**config.mk**
```make
export PLATFORM = sky130hd
export DESIGN_NAME = pll_feed_regs
export DESIGN_NICKNAME = d
export VERILOG_FILES = /design/src/rtl/pll_feed_regs.sv
export SDC_FILE = /design/constraint.sdc
export NUM_CORES = 1
export LEC_CHECK = 0
export BUFFER_PORTS_ARGS = -buffer_cell sky130_fd_sc_hd__buf_2
export CORE_UTILIZATION = 41
export CTS_BUF_LIST = sky130_fd_sc_hd__clkbuf_8 sky130_fd_sc_hd__clkbuf_16
export DETAILED_ROUTE_END_ITERATION = 8
export GPL_TIMING_DRIVEN = 0
export PLACE_DENSITY = 0.87
export SLEW_MARGIN = 20
export SYNTH_ARGS = -nofsm -noshare
export SYNTH_HDL_FRONTEND = slang
export SYNTH_SLANG_ARGS = --single-unit
```
**constraint.sdc**
```tcl
create_clock -name clk -period 2.28 [get_ports clk]
set_clock_uncertainty 0.2 [all_clocks]
set_input_delay 0.57 -clock clk [delete_from_list [all_inputs] [get_ports clk]]
set_output_delay 0.57 -clock clk [all_outputs]
set_load 0.1 [all_outputs]
```
**src/rtl/pll_feed_regs.sv**
```systemverilog
module pll_feed_regs #(
  parameter int ADDR_W = 4,
  parameter int DATA_W = 32,
  parameter int M_W = 5,
  parameter int P_W = 2,
  parameter int SYNC_STAGES = 2
) (
  input  logic              clk,
  input  logic              rst_n,
  input  logic [ADDR_W-1:0] bus_addr,
  input  logic              bus_wr,
  input  logic              bus_rd,
  input  logic [DATA_W-1:0] bus_wdata,
  output logic [DATA_W-1:0] bus_rdata,
  input  logic              lock_in,
  output logic              pll_en,
  output logic              pll_conn,
  output logic [M_W-1:0]    pll_m,
  output logic [P_W-1:0]    pll_p,
  output logic              clk_sel
);
  localparam logic [ADDR_W-1:0] A_CTL  = ADDR_W'(4'h0);
  localparam logic [ADDR_W-1:0] A_CFG  = ADDR_W'(4'h4);
  localparam logic [ADDR_W-1:0] A_STAT = ADDR_W'(4'h8);
  localparam logic [ADDR_W-1:0] A_FEED = ADDR_W'(4'hC);
  localparam logic [DATA_W-1:0] KEY_A = DATA_W'(8'hAA);
  localparam logic [DATA_W-1:0] KEY_B = DATA_W'(8'h55);
  localparam int CFG_W = M_W + P_W;
  localparam int EN_BIT = 8;
  localparam int CONN_BIT = 9;
  localparam int LOCK_BIT = 10;

  logic [1:0]            ctl_hold;
  logic [CFG_W-1:0]      cfg_hold;
  logic                  armed;
  logic [SYNC_STAGES-1:0] sync_q;
  logic                  lock_s;

  wire access  = bus_wr | bus_rd;
  wire feed_wr = bus_wr && (bus_addr == A_FEED);
  wire key_a   = feed_wr && (bus_wdata == KEY_A);
  wire commit  = armed && feed_wr && (bus_wdata == KEY_B);

  always_ff @(posedge clk) begin
    if (!rst_n) begin
      ctl_hold <= '0;
      cfg_hold <= '0;
    end else if (bus_wr) begin
      if (bus_addr == A_CTL) ctl_hold <= bus_wdata[1:0];
      if (bus_addr == A_CFG) cfg_hold <= bus_wdata[CFG_W-1:0];
    end
  end

  always_ff @(posedge clk) begin
    if (!rst_n)      armed <= 1'b0;
    else if (access) armed <= key_a;
  end

  always_ff @(posedge clk) begin
    if (!rst_n) begin
      pll_en   <= 1'b0;
      pll_conn <= 1'b0;
      pll_m    <= '0;
      pll_p    <= '0;
    end else if (commit) begin
      pll_en   <= ctl_hold[0];
      pll_conn <= ctl_hold[1];
      pll_m    <= cfg_hold[M_W-1:0];
      pll_p    <= cfg_hold[CFG_W-1:M_W];
    end
  end

  generate
    if (SYNC_STAGES == 1) begin : g_sync1
      always_ff @(posedge clk) begin
        if (!rst_n) sync_q <= '0;
        else        sync_q <= lock_in;
      end
    end else begin : g_syncn
      always_ff @(posedge clk) begin
        if (!rst_n) sync_q <= '0;
        else        sync_q <= {sync_q[SYNC_STAGES-2:0], lock_in};
      end
    end
  endgenerate

  assign lock_s  = sync_q[SYNC_STAGES-1];
  assign clk_sel = pll_en & pll_conn & lock_s;

  always_comb begin
    bus_rdata = '0;
    case (bus_addr)
      A_CTL: bus_rdata[1:0] = ctl_hold;
      A_CFG: bus_rdata[CFG_W-1:0] = cfg_hold;
      A_STAT: begin
        bus_rdata[CFG_W-1:0] = {pll_p, pll_m};
        bus_rdata[EN_BIT]    = pll_en;
        bus_rdata[CONN_BIT]  = pll_conn;
        bus_rdata[LOCK_BIT]  = lock_s;
      end
      default: bus_rdata = '0;
    endcase
  end
endmodule


```
==> results.yml <==
finish:
  fillers: 216
  multi_input_area_um2: 818.3
  synthToLayoutAreaGrowth_pct: 57.96
  diodes: 0
  num-nets-final: 272
  final_layout_size_suffix_gt1_frac: 0.5348
  regArea_um2: 431.7
synthesis:
  synth.distinct_cells: 26
  synth_edf_count: 0
  synth_most_common_cell: "buf_4"
  ys_seq_area_frac: 0.3363
  yosysTopAreaCellShare: 0.3363
  synth_area_leaders: "dfxtp_1 34%, mux2i_1 16%, buf_4 13%, nand2_1 6.3%, nor2b_1 5.5%"
  syn_area_mm2: 0.001250
  netlist_top_cells_count: "22 x buf_4, 21 x dfxtp_1, 21 x nand2_1, 20 x mux2i_1, 12 x nor2_1"
  yosysWarnings: 0
  syn_inst: 146
  async_reset_ff_frac: 0
  synthFlopType: "dfxtp_1"
  synth_top_area_cell: "dfxtp_1"
  postSynthAreaPerCell_um2: 8.561
  ys_ff_latch: 21
place:
  portBuffers: 59
  gp_congestion: 0.8041
  hpwl_mm: 2.300
die:
  die_w_um: 57.22
  die_height_um: 57.22
  row_count: 19
  dieArea_mm2: 0.003274
  core-area_mm2: 0.002829
  io_pins: 83
  initial_core_util: 0.4418
routing:
  post-route-drc-count: 4
  wl_per_cell_um: 10.95
  vias: 1181
  routed_wl_mm: 2.859
  drtAntennaViolNets: 0
  vias_per_cell: 4.525
  dr.first_iter.drc_count: 46
  drt_first_pass_iters: 8
timing:
  slew_viol_final: 0
  timing.final.crit_share: 0.9869
  hold_violations: 0
  period_minus_slack_ns: 2.250
  setup_viol: 0
  fin_setup_tns_ns: 0
  clock.fmax_mhz: 444.4
critical_path:
  cp_cell_sequence: "buf_2 -> nor2b_4 -> buf_6 -> a22oi_2 -> nor2_4 -> buf_12"
  cp_max_fo: 10
  max_stage_delay_ns: 0.18
  critPathLaunchType: "input pin"
  cp-end-kind: "output port"
  crit_type: "in -> out"
  critPathSlowestCell: "buf_12"
  worstPathRequired_ns: 1.51
  arrival_ns: 1.48
power:
  netSwitchingPower_uw: 330.3
  netSwitchingFraction: 0.3694
  ir_worst_vdd_mv: 0.4117
  internal_power_uw: 563.8
  combPwrFrac: 0.314
  leakagePower_nw: 0.9555
  p_total_uw: 894.1
  seqPwrFrac: 0.416
  clockPowerShare: 0.269
  power_density_mw_per_mm2: 452.9
cts:
  clkTransAtPathRegs_ns: 0.08
  cts_tree: "done"
  clk-insertion-delay-late_ns: 0.26
  cts_root_buf: "clkbuf_8"
  postCtsSetupRepairBufs: 0
  cts.sink_count: 21
  htree_num_levels: 1
  cts_buffer_depth: 2
  numCtsBuffers: 3
  ctsHoldBuffers: 0
grt:
  grt_overflow: 0
  grt_usage: 0.1727
  grt_pass1_vias: 1021
  grt_max_degree: 12
  antenna_found_initial: 0
  grt_pass1_wl_mm: 4.360
job:
  max_cap_viol_count: 0
outcome:
  outcome: "finished with violations"
  violations: "DRC"
hold_path:
  min_path_type: "reg -> reg"
[placed cells by master (no fill, tap or decap), drive strengths merged]
| master | Yosys | final |
|---|---|---|
| buf | 25 | 85 |
| mux2i | 20 | 20 |
| o21a | 1 | 1 |
| nor3 | 2 | 2 |
| nor4 | 6 | 6 |
| or4 | 1 | 1 |
| a21oi | 2 | 2 |
| nand4b | 1 | 1 |
| clkbuf | 3 | 5 |
| and4bb | 1 | 1 |
| conb | 1 | 22 |
| nand4 | 3 | 3 |
| or3b | 1 | 1 |
| nor3b | 2 | 2 |
| or2 | 1 | 1 |
| nor2 | 12 | 12 |
| inv | 0 | 1 |
| a22oi | 5 | 5 |
| dfxtp | 21 | 21 |
| nand2 | 21 | 21 |
| and2 | 2 | 2 |
| nor2b | 11 | 11 |
| and3 | 4 | 4 |
[layout make-up]
type	instances	area share
Multi-Input combinational cell	118	0.4144
Tap cell	31	0.01965
Clock buffer	3	0.02091
Timing Repair Buffer	59	0.2098
Sequential cell	21	0.2186
Clock inverter	1	0.001901
Buffer	28	0.1147
[through the flow]
stage	std cells	setup slack, ns	util	instance area, µm²	hold slack (ns)
floorplan	167	0.01668	-	1428	0.2119
global placement	257	-0.2041	0.6227	1762	0.2146
detailed placement	257	-0.2093	0.6227	1762	0.2436
CTS	261	-0.09476	0.6506	1841	0.2594
global route	261	-0.01248	0.6979	1974	0.2695
finish	261	0.02978	0.6979	1974	0.2453
[layer usage]
| layer | routed length, µm | share of wire | track usage |
|---|---|---|---|
| met1 | 1257 | 0.44 | 0.2173 |
| met2 | 1436 | 0.50 | 0.2908 |
| met3 | 165 | 0.058 | 0.05896 |
| met4 | 0 | 0 | 0.03136 |
| met5 | 0 | 0 | 0 |
[worst paths after layout]
kind	from	to	slack [ns]	cells after the start
setup / recovery	bus_addr[3]	bus_rdata[2]	0.03	6
hold / removal	sync_q[0]$_SDFF_PN0_	sync_q[1]$_SDFF_PN0_	0.25	1
setup reg to reg	armed$_SDFFE_PN0P_	pll_p[1]$_SDFFE_PN0P_	0.54	5
hold reg to reg	sync_q[0]$_SDFF_PN0_	sync_q[1]$_SDFF_PN0_	0.25	1
[worst max-delay path, delay by kind of cell]
family	cells	cell delay, ns
buffers and inverters	3	0.49
AND/OR/NAND/NOR	2	0.31
AO/OA/AOI/OAI	1	0.11
[registers in the layout (all words and copies together) (netlist names)]
name	count
armed	1
cfg_hold	7
ctl_hold	2
pll_conn	1
pll_en	1
pll_m	5
pll_p	2
sync_q	2
[repair_timing]
| item | 4_1_cts | 5_1_grt |
|---|---|---|
| endpoints found under the setup margin | 10 | 10 |
| gates resized for setup | 12 | 33 |
| pin swaps | 0 | 1 |
| cloned | 0 | 0 |
[power by group through the flow]
| stage | registers (mW) | clock network [mW] | logic, mW |
|---|---|---|---|
| 3_3_place_gp | 0.381 | 0 | 0.273 |
| 2_1_floorplan | 0.380 | 0 | 0.227 |
| 4_1_cts | 0.372 | 0.245 | 0.274 |
| 3_5_place_dp | 0.381 | 0 | 0.273 |
| 5_1_grt | 0.373 | 0.256 | 0.293 |
| 6_report | 0.372 | 0.241 | 0.281 |
[cell families after synthesis]
family | count (synthesis) | share of synthesized area
mux | 20 | 0.1602
compound gates | 8 | 0.04405
other cells | 1 | 0.003000
buf+inv | 28 | 0.1582
simple gates | 68 | 0.2983
flops | 21 | 0.3363
(Power assumes the default switching activity.)
